## config.mk

```make
export PLATFORM = sky130hd
export DESIGN_NAME = branch_resolve
export DESIGN_NICKNAME = d
export VERILOG_FILES = /design/src/rtl/branch_resolve.sv
export SDC_FILE = /design/constraint.sdc
export NUM_CORES = 1
export LEC_CHECK = 0
export ABC_CLOCK_PERIOD_IN_PS = 4500
export BUFFER_PORTS_ARGS = -buffer_cell sky130_fd_sc_hd__buf_2
export CAP_MARGIN = 20
export CORE_MARGIN = 1.5
export CORE_UTILIZATION = 45
export CTS_CLUSTER_DIAMETER = 30
export CTS_CLUSTER_SIZE = 30
export DETAILED_ROUTE_END_ITERATION = 8
export PLACE_DENSITY = 0.71
export SETUP_SLACK_MARGIN = 0.3
export SKIP_CTS_REPAIR_TIMING = 1
export SLEW_MARGIN = 40
export SYNTH_ARGS = -nofsm -noshare
export SYNTH_HDL_FRONTEND = slang
export SYNTH_SLANG_ARGS = --single-unit
```

## constraint.sdc

```tcl
create_clock -name clk -period 4.5 [get_ports clk]
set_input_delay 0.225 -clock clk [delete_from_list [all_inputs] [get_ports clk]]
set_output_delay 0.225 -clock clk [all_outputs]
set_load 0.05 [all_outputs]
```

## src/rtl/branch_resolve.sv

```systemverilog
module branch_resolve #(
  parameter int W = 32
) (
  input  logic         clk,
  input  logic         rst_n,
  input  logic         in_valid,
  input  logic [W-1:0] pc,
  input  logic [W-1:0] instr,
  input  logic [W-1:0] op_a,
  input  logic [W-1:0] op_b,
  output logic         res_valid,
  output logic         is_cf,
  output logic         taken,
  output logic         annul,
  output logic [W-1:0] redir_pc,
  output logic         link_we,
  output logic [W-1:0] link_data,
  output logic         trap
);
  localparam int IDX = 26;
  localparam int IMM = 16;
  localparam int SEXT = W - IMM - 2;

  logic [5:0]   opc;
  logic [4:0]   sub;
  logic [W-1:0] seq_pc, fall_pc, br_tgt, j_tgt;
  logic         eq, neg, zero;

  assign opc     = instr[31:26];
  assign sub     = instr[20:16];
  assign seq_pc  = pc + W'(4);
  assign fall_pc = pc + W'(8);
  assign br_tgt  = seq_pc + {{SEXT{instr[IMM-1]}}, instr[IMM-1:0], 2'b00};
  assign j_tgt   = {seq_pc[W-1:W-4], instr[IDX-1:0], 2'b00};
  assign eq      = (op_a == op_b);
  assign neg     = op_a[W-1];
  assign zero    = (op_a == '0);

  logic         cf, cond, likely, lnk, bad;
  logic [W-1:0] tgt;

  always_comb begin
    cf = 1'b1; cond = 1'b0; likely = 1'b0; lnk = 1'b0; bad = 1'b0; tgt = br_tgt;
    unique case (opc)
      6'd2: begin cond = 1'b1; tgt = j_tgt; end
      6'd3: begin cond = 1'b1; tgt = j_tgt; lnk = 1'b1; end
      6'd4, 6'd20: begin cond = eq;            likely = opc[4]; end
      6'd5, 6'd21: begin cond = !eq;           likely = opc[4]; end
      6'd6, 6'd22: begin cond = neg || zero;   likely = opc[4]; end
      6'd7, 6'd23: begin cond = !neg && !zero; likely = opc[4]; end
      6'd1: begin
        if (sub[3:2] == 2'b00) begin
          cond   = sub[0] ? !neg : neg;
          likely = sub[1];
          lnk    = sub[4];
        end else begin
          bad = 1'b1;
        end
      end
      default: cf = 1'b0;
    endcase
  end

  logic         tk_n, an_n;
  logic [W-1:0] nxt_n;

  assign tk_n  = cf && cond && !bad;
  assign an_n  = cf && likely && !cond && !bad;
  assign nxt_n = tk_n ? tgt : (cf ? fall_pc : seq_pc);

  always_ff @(posedge clk) begin
    if (!rst_n) begin
      res_valid <= 1'b0;
      is_cf     <= 1'b0;
      taken     <= 1'b0;
      annul     <= 1'b0;
      redir_pc  <= '0;
      link_we   <= 1'b0;
      link_data <= '0;
      trap      <= 1'b0;
    end else begin
      res_valid <= in_valid;
      if (in_valid) begin
        is_cf     <= cf;
        taken     <= tk_n;
        annul     <= an_n;
        redir_pc  <= nxt_n;
        link_we   <= lnk && !bad;
        link_data <= (lnk && !bad) ? fall_pc : '0;
        trap      <= bad;
      end
    end
  end


  valid_follow_chk: assert property (@(posedge clk) disable iff (!rst_n)
    in_valid |=> res_valid);

  valid_drop_chk: assert property (@(posedge clk) disable iff (!rst_n)
    !in_valid |=> !res_valid);

  annul_excl_chk: assert property (@(posedge clk) disable iff (!rst_n)
    annul |-> !taken && is_cf);

  trap_quiet_chk: assert property (@(posedge clk) disable iff (!rst_n)
    trap |-> !taken && !annul && !link_we);

  link_value_chk: assert property (@(posedge clk) disable iff (!rst_n)
    in_valid |=> (!link_we || link_data == $past(pc) + W'(8)));

  jump_taken_chk: assert property (@(posedge clk) disable iff (!rst_n)
    in_valid && (instr[31:27] == 5'b00001) |=> taken);
endmodule

```

After elaboration in Yosys (flattened, before gate mapping) --
Index checks and enable logic that the tools add are counted.
Word-level totals: register bits after elaboration 70, latch bits 0, bits in writable memories 0, ROM bits 0, output and inout bits 70, memories 0
Operators by class: $add $sub $neg 3, $mul 0, divide/modulo/power cells 0, magnitude comparators 0, equal/unequal tests 12, shift-type cells 0, muxes and demuxes 14, bitwise operators 0, reductions and logical operators 22
Operator list (number):
- $mux W32 | 4
- $add A32 B3 Y32 const B | 1
- $add A32 B32 Y32 | 1
- $add A32 B4 Y32 const B | 1
- $eq A32 B32 Y1 | 1
- $logic_not A32 Y1 | 1
- $eq A6 B3 Y1 const B | 4
- $eq A6 B5 Y1 const B | 4
- $eq A6 B2 Y1 const B | 2
- $reduce_or A11 Y1 | 1
- $reduce_or A2 Y1 | 5
- $reduce_or A8 Y1 | 1
- $logic_and A1 B1 Y1 | 7
- $mux W1 | 7
- $eq A6 B1 Y1 const B | 1
- $pmux W1 S6 | 1
- $logic_not A1 Y1 | 5
- $pmux W1 S2 | 2
- $logic_not A2 Y1 | 1
- $logic_or A1 B1 Y1 | 1

Logic depth before layout (Yosys ltp) --
Gate-level depths: netlist of the first run.
depth in word-level cells 7, gate-level depth with buffers 17

Worst setup path before layout of the first run --
OpenSTA, ideal clock, no wires.
path type input to register, start input pc[20], end register redir_pc[31], arrival time 3.493 ns, data required time 4.376 ns, setup slack 0.883 ns, stages on the path 16, path buffers 2, path through clkbuf_1 > inv_1 > or4_4 > or2_4 > nor2_4 > xor2_2 > ha_1 > clkbuf_1 > a21o_1 > a21o_1 > a21oi_1 > or3b_2 > o21ai_0 > mux2i_1 > xnor2_1 > o22ai_1
On the way: word-level cells in the longest chain between the ends 4, elaborated cells between the ends (all ways) 6
RTL lines:
- start, declared | line 7 | input logic [W-1:0] pc,
- $add A32 B3 Y32 | line 31 | assign seq_pc = pc + W'(4);
- $add A32 B32 Y32 | line 33 | assign br_tgt = seq_pc + {{SEXT{instr[IMM-1]}}, instr[IMM-1:0], 2'b00};
- $mux W32 | line 44 | unique case (opc)
- $mux W32 (*) | line 69 | assign nxt_n = tk_n ? tgt : (cf ? fall_pc : seq_pc);
- end signal, assigned | line 87 | redir_pc <= nxt_n;
- end, declared | line 15 | output logic [W-1:0] redir_pc,
Mark *: on every way between the ends. The rest lies on a longest branch, timed or not. A chain may end at the register's enable or synchronous reset.

Worst setup path after layout of the first run --
start input pc[3], end register redir_pc[28]
Same word-level chain as after synthesis.

==> results of run 1 <==
## cell type report
type	count	share of cell area, %
clock buffer	9	2.77
clock inverter	7	1.48
inverter	16	0.769
multi-input combinational	765	61.7
sequential	70	17.2
tap	184	2.83
timing repair buffer	210	13.2
## path summary, 6_finish.rpt
kind / startpoint / end / slack (ns)
max: pc[3] / redir_pc[28] / 0.71
min: pc[0] / link_data[0] / 0.14
max reg2reg: redir_pc[29] / redir_pc[29] / 3.40
min reg2reg: link_data[26] / link_data[26] / 0.46
## layer usage
layer	part of all wire [%]	global-route usage, %	up-vias	routed length [um]
met4	3.6	10.7	0	800
met2	48	48.5	274	10800
li1	-	-	3570	-
met5	0	0	-	0
met1	43	35.9	3412	9620
met3	5.4	3.51	53	1210
## power groups by stage
stage	sequential, W	clock, W	combinational (W)
CTS	0.000658	0.000846	0.000726
global placement	0.000671	0	0.000719
global route	0.000660	0.000879	0.000798
detailed placement	0.000671	0	0.000721
floorplan	0.000754	0	0.000424
finish	0.000658	0.000843	0.000732
## flip-flops by register name, summed over array words and instances (netlist names)
signal,count
res_valid,1
redir_pc,32
taken,1
link_we,1
annul,1
is_cf,1
trap,1
link_data,32
## worst register-to-register path: cells and delay by family, from the launching register on
kind	cells	cell delay (ns)
DFF	1	0.34
and+or+nand+nor	1	0.23
AOI/OAI and AO/OA	3	0.43
## metrics by stage
step	total power, W	util, %	worst slack, ns	instance area (um^2)
2_1_floorplan	0.00118	-	0.883	6740
3_3_place_gp	0.00139	53.4	0.439	7790
3_5_place_dp	0.00139	53.4	0.389	7790
4_1_cts	0.00223	55.8	0.718	8140
5_1_grt	0.00234	55.8	0.357	8140
6_report	0.00223	55.8	0.708	8140
## cells in the mapped netlist, drive strengths merged, types with 7 or more instances
master / n
nor4: 12
o21ai: 29
a21o: 11
nand2: 87
nor2: 114
nor2b: 20
or2: 7
xnor2: 78
xor2: 48
clkbuf: 50
nor3: 18
and2: 15
a21oi: 71
o31ai: 7
and3: 8
inv: 15
o2111ai: 7
a22oi: 24
nand3: 37
ha: 37
mux2i: 13
nand4: 21
dfxtp: 70
o31a: 7
buf: 14
a31oi: 15
## logic make-up (layout without fill, tap and decap cells)
group	count (synthesis)	count (layout)	share of synthesized area, %
multiplexers	16	16	2.43
XOR/XNOR	126	126	16.5
buffers and inverters	80	242	4.72
adder cells (fa/ha/maj)	38	38	7.17
AND/OR/NAND/NOR	362	362	26.2
AO/OA/AOI/OAI	223	223	22.2
flip-flops	70	70	20.8
==> metrics.txt, run 1 <==
I/O Buffers 200; number of synthesized flops with an enable pin 0; most common cell after layout, fill and taps aside buf_2; Peak VDD IR 0.000199 V; Startpoint Class input port; core area 14,600 um^2; Pleak 3.50 nW; worst-skew pair later-pin latency 0.33 ns; Critical-path top delay cell nor4_2; Synth Flop Type dfxtp_1; setup tns final 0 ns; Crit Path Category in -> reg; Buf+Inv Stages, Crit Path 1; Combinational Power Share 32.8%; vias post-DR 7,309; Slew headroom 53.1%; worst path cell trace buf_2, ha_1, nand3_1, nor4_2, and2_1, nand2_1, xnor2_1, ha_1, a21oi_1, o21bai_1, a21o_1, or4_1, o2111ai_1, nand4_1, a311o_1, a21oi_2; TritonCTS clock tree done; internal power 0.00146 W; Avg Cell Area, Syn 7.36 um^2; multi-input logic area 5020 um^2; nets 1,241; Final period util 84.3%; Syn Inst Count 915; Worst Path Arrival 4.06 ns; DR pass1 iterations 5; die area 15,700 um^2; final-report hold violation count 0; yosys warns 0; n_diodes 0; Via density 5.80; status completed; Slew Viols, Final 0; CP Depth 16; Row Count 44; # DRC 0; chip width 125 um; Syn Std Cell Area 6740 um^2; Clk Tree Root Cell clkbuf_16; H-tree levels 3; flop and latch count out of synthesis 70; P&R area growth vs syn 20.8%; clock sinks 70; gr usage total 28.1%; initial antenna violation count 0; CP delay by family, top simple AND/OR/NAND/NOR gates; Async S/R FF share, synth 0%; Max Cap Viol 0; count of non-filler cells in the finished layout 1,261; final WL 22,400 um; drt wl/cell 17.8 um; post-layout minimum cycle time 3.79 ns; FF+latch area 1400 um^2; Clk pwr share 37.8%; Data required, critical path 4.77 ns; boundary pin count 201; Fin Clk Skew 0 ns; measured slew at the worst slew-check pin 0.698 ns; Psw 0.000770 W; Sequential Power Share 29.5%; CP max FO 5; initial core utilization 46.2%; Die Height 125 um; antenna-violating nets left 0; syn nets 1,084; most area-consuming cells after synthesis dfxtp_1, xnor2_1, ha_1; Cells after DPL 1,245; fillers 1,401; layout cells sized above 1 23.4%; Hold Slack 0.144 ns; Worst setup EP type register; worst stage delay on the critical path 0.53 ns; largest net degree at the start of global routing 63; Worst-path clk slew 0.06 ns; HPWL after detailed placement 17,100 um; R2R cell count 4; Yosys top cell by area dfxtp_1; vias in the first global route 6,929; unique cell type count in the Yosys netlist 74; Final Wtd Congestion 0.926; commonest non-fill, non-tap cells in the layout buf_2, nor2_1, nand2_1; cell repeated most along the worst path ha_1; setup violators final 0; Sw Share 34.5%; worst hold-check path type in -> reg; RSZ-0062 raised after global routing no; first-pass GRT wire length 35,600 um; Power Density 274 nW/um^2; area share of the largest cell type after synthesis 20.8%; total gr overflow 0; WHS Path Cells 3; CTS Buffer Depth 2; Seq/Total Area, Yosys 20.8%; Fmax 264 MHz; Starting DRT DRC Count 532; CTS Buf Count 9
Power figures use the tool's default switching activity.
==> inputs of run 2 (changes only) <==
- ABC_CLOCK_PERIOD_IN_PS: 4500 -> 3050
- PLACE_DENSITY: 0.71 -> 0.74
- clock period: 4.5 -> 3.05 ns (I/O delays scaled with it)
==> run 2 against run 1 <==
  * Clock-buffer cell count increased by 4
  * Largest power group is now combinational cells
  * Flip-flop and latch count unchanged
  * Critical path type unchanged
  * Via count increased by 12%
==> metrics.txt, run 2 (synthesis gave the netlist of run 1 again) <==
boundary pin count 201; internal power 0.00225 W; flop2flop setup slack 1.99 ns; nets 1,404; worst hold-check path type in -> reg; CTS Buffer Depth 2; Hold Slack 0.0660 ns; Endpoint, Worst Hold link_data[0]; Hold Crit Start pc[0]; Slew headroom 50.4%; clock sinks 70; Cells after DPL 1,394; count of non-filler cells in the finished layout 1,424; Psw 0.00124 W; R2R Path End redir_pc[29]; chip width 125 um; Data required, critical path 3.33 ns; WHS Path Cells 3; Worst setup EP type register; n_diodes 0; worst-skew pair later-pin latency 0.34 ns; vias post-DR 8,175; Clk pwr share 31.3%; setup ws final 0.0251 ns; Fmax 331 MHz; P&R area growth vs syn 48.1%; commonest non-fill, non-tap cells in the layout buf_2, buf_4, nor2_1; I/O Buffers 200; core area 14,600 um^2; Crit Path Category in -> reg; first-pass GRT wire length 38,200 um; Worst-path clk slew 0.06 ns; Row Count 44; DR pass1 iterations 5; Sequential Power Share 27.9%; drt wl/cell 17.9 um; Starting DRT DRC Count 576; final WL 25,400 um; Final period util 99.2%; Fin Clk Skew 0 ns; H-tree levels 3; total gr overflow 0; Clk Tree Root Cell clkbuf_16; gr usage total 30.1%; Sw Share 35.6%; post-layout minimum cycle time 3.02 ns; Peak VDD IR 0.000316 V; setup violators final 0; initial antenna violation count 0; Combinational Power Share 40.7%; antenna-violating nets left 0; Slew Viols, Final 0; status completed; RSZ-0062 raised after global routing yes; layout cells sized above 1 39.8%; Final Wtd Congestion 0.980; top flop regs link_data x32, redir_pc x32; CTS Buf Count 9; final-report hold violation count 0; Via density 5.74; Power Density 349 nW/um^2; measured slew at the worst slew-check pin 0.742 ns; largest net degree at the start of global routing 63; Max Cap Viol 0; initial core utilization 46.2%; HPWL after detailed placement 18,900 um; Pleak 4.46 nW; R2R cell count 4; Worst Path Arrival 3.30 ns; CP max FO 5; Die Height 125 um; Startpoint Class input port; r2r startpoint redir_pc[29]; die area 15,700 um^2; # DRC 0; TritonCTS clock tree done; Setup WS pre-CTS -0.386 ns; vias in the first global route 7,657; most common cell after layout, fill and taps aside buf_2
## run 2: worst max path at each step
stage | startpoint | end | cells after the start
2_1_floorplan | pc[21] | redir_pc[31] | 16
3_3_place_gp | pc[3] | redir_pc[28] | 16
3_5_place_dp | pc[3] | redir_pc[20] | 16
4_1_cts | pc[3] | redir_pc[20] | 16
5_1_grt | pc[3] | redir_pc[20] | 17
6_report | pc[3] | redir_pc[20] | 17
## run 2: cell type report
class,count,area (um^2)
well taps,184,230
inverters,16,60.1
repair buffers,373,2370
fillers,1219,4610
flip-flops and latches,70,1400
multi-input cells,765,5620
clock buffers,13,260
clock inverters,3,42.5
## run 2: power by group through the flow
stage / combinational, W / sequential [W] / clock [W]
2_1_floorplan: 0.000660 / 0.00111 / 0
3_3_place_gp: 0.00125 / 0.000992 / 0
3_5_place_dp: 0.00127 / 0.000991 / 0
4_1_cts: 0.00128 / 0.000972 / 0.00111
5_1_grt: 0.00152 / 0.000976 / 0.00114
6_report: 0.00142 / 0.000973 / 0.00109
## run 2: worst max-delay path, cell delays in order
cell,delay (ns)
buf_8,0.08
ha_4,0.15
nand3_4,0.07
buf_4,0.15
nor2_1,0.15
nand2_1,0.12
xnor2_2,0.16
ha_1,0.35
buf_4,0.16
a21oi_1,0.20
o221ai_2,0.15
a21oi_4,0.25
a21oi_2,0.10
o31ai_1,0.26
mux2_2,0.36
a211o_1,0.29
a31oi_1,0.14
## run 2: stage by stage
| stage | instance area (um^2) | TNS (ns) | util (%) | total power [W] |
|---|---|---|---|---|
| 2_1_floorplan | 6980 | -0.419 | - | 0.00177 |
| 3_3_place_gp | 9060 | -3.24 | 62.1 | 0.00224 |
| 6_report | 9980 | 0 | 68.4 | 0.00348 |
| 3_5_place_dp | 9060 | -4.63 | 62.1 | 0.00226 |
| 4_1_cts | 9370 | -0.0966 | 64.2 | 0.00336 |
| 5_1_grt | 9980 | -0.579 | 68.4 | 0.00364 |
## run 2: routing by layer
layer | up-vias | global-route usage, % | routed length [um]
li1 | 3899 | - | -
met1 | 3832 | 37.3 | 10400
met2 | 364 | 50.9 | 12200
met3 | 80 | 5.69 | 1610
met4 | 0 | 13.3 | 1240
met5 | - | 0 | 0
==> inputs of run 3 (changes only) <==
- ABC_CLOCK_PERIOD_IN_PS: 3050 -> 2500
- clock period: 3.05 -> 2.5 ns (I/O delays scaled with it)
==> run 3 against run 2 <==
  * The run now ends with setup timing left
  * Highest routed layer unchanged
  * Largest cell class unchanged
  * Sequential power grew 22%
  * Sequential share of layout area down 1.0 points
  * Critical path type unchanged
  * Register-to-register slack got worse by 0.57 ns
  * Largest power group unchanged
  * Final area is 7.8% higher
==> metrics.txt, run 3 (synthesis gave the netlist of run 1 again) <==
P&R area growth vs syn 59.7%; setup violators final 19; Startpoint Class input port; Hold Slack 0.0675 ns; failing checks setup timing; worst hold-check path type in -> reg; CTS Buffer Depth 2; multi-input logic area 5990 um^2; CP delay by family, top compound AO/OA/AOI/OAI gates; Slew Viols, Final 0; worst-skew pair later-pin latency 0.33 ns; Pleak 4.74 nW; Critical-path top delay cell nor4_4; setup ws final -0.524 ns; chip width 125 um; final core utilization 73.7%; gr usage total 31.4%; Fin Clk Skew 0 ns; FF+latch area 1400 um^2; initial core utilization 46.2%; Final period util 121%; CP max FO 4; H-tree levels 3; status finished with violations; initial antenna violation count 0; Starting DRT DRC Count 678; TritonCTS clock tree done; Data required, critical path 2.77 ns; worst stage delay on the critical path 0.34 ns; nets 1,440; Peak VDD IR 0.000354 V; largest net degree at the start of global routing 55; total gr overflow 0; HPWL after detailed placement 19,900 um; setup tns final -6.01 ns; Fmax 331 MHz; first-pass GRT wire length 39,600 um; layout cells sized above 1 45.2%; measured slew at the worst slew-check pin 0.635 ns; Worst Path Arrival 3.30 ns; vias post-DR 8,566; vias in the first global route 7,881; Worst-path clk slew 0.06 ns; clock sinks 70; post-layout minimum cycle time 3.02 ns; Row Count 44; top flop regs link_data x32, redir_pc x32; RSZ-0062 raised after global routing yes; drt wl/cell 19.0 um; n_diodes 0; Crit Path Category in -> reg; most common cell after layout, fill and taps aside buf_4; antenna-violating nets left 0; final WL 27,700 um; Via density 5.87; # DRC 0; Slew headroom 56.6%; commonest non-fill, non-tap cells in the layout buf_4, buf_2, nor2_1; core area 14,600 um^2; Power Density 425 nW/um^2; Setup WS pre-CTS -0.957 ns; I/O Buffers 200; boundary pin count 201; count of non-filler cells in the finished layout 1,459; Worst setup EP type register; fillers 1,113; Die Height 125 um; Max Cap Viol 0; die area 15,700 um^2; Final Wtd Congestion 0.956; Cells after DPL 1,425; final-report hold violation count 0; worst path cell trace buf_8, ha_4, nand3_4, nor4_4, and2_4, buf_6, xor2_2, buf_4, ha_4, nand4_1, o221ai_2, a21oi_4, a21oi_2, buf_4, o2111ai_4, a211o_1, a311o_1, a21oi_2; Buf+Inv Stages, Crit Path 4; CTS Buf Count 9; DR pass1 iterations 5; Clk Tree Root Cell clkbuf_16
run 3: power breakdown:
group | internal, W | total [W] | switching, W
logic | 0.000887 | 0.00197 | 0.00108
registers | 0.00116 | 0.00119 | 0.0000277
clock network | 0.000897 | 0.00141 | 0.000513
run 3: per-stage QoR:
| step | power (W) | instance area [um^2] |
|---|---|---|
| final | 0.00457 | 10800 |
| after CTS | 0.00425 | 9720 |
| after detailed placement | 0.00285 | 9390 |
| after floorplan | 0.00218 | 7030 |
| after global placement | 0.00282 | 9390 |
| after global routing | 0.00475 | 10800 |
run 3: area by class of cell:
class	instances	area share [%]
Tap cell	184	2.14
Timing Repair Buffer	409	25.5
Multi-Input combinational cell	765	55.7
Clock buffer	10	2.22
Clock inverter	5	0.779
Inverter	16	0.605
Sequential cell	70	13.0
run 3: worst paths after layout:
| check | from | to | slack, ns | depth (start not counted) |
|---|---|---|---|---|
| worst max-delay path | pc[3] | redir_pc[28] | -0.52 | 18 |
| worst min-delay path | pc[1] | link_data[1] | 0.07 | 3 |
| worst max register to register | redir_pc[29] | redir_pc[29] | 1.42 | 4 |
| worst min register to register | redir_pc[1] | redir_pc[1] | 0.46 | 2 |
run 3: worst reg2reg max path, cell delays in order (launching register included):
cell      delay, ns
dfxtp_1        0.34
nor2b_1        0.23
a21oi_1        0.08
o21a_1         0.14
a211oi_1       0.20
run 3: per-layer routing:
| metal | GRT usage (%) | vias up | part of all wire, % |
|---|---|---|---|
| met3 | 4.15 | 101 | 7.1 |
| li1 | - | 3970 | - |
| met5 | 0 | - | 0 |
| met1 | 38.2 | 4062 | 39 |
| met2 | 55.2 | 433 | 49 |
| met4 | 14.2 | 0 | 5.2 |
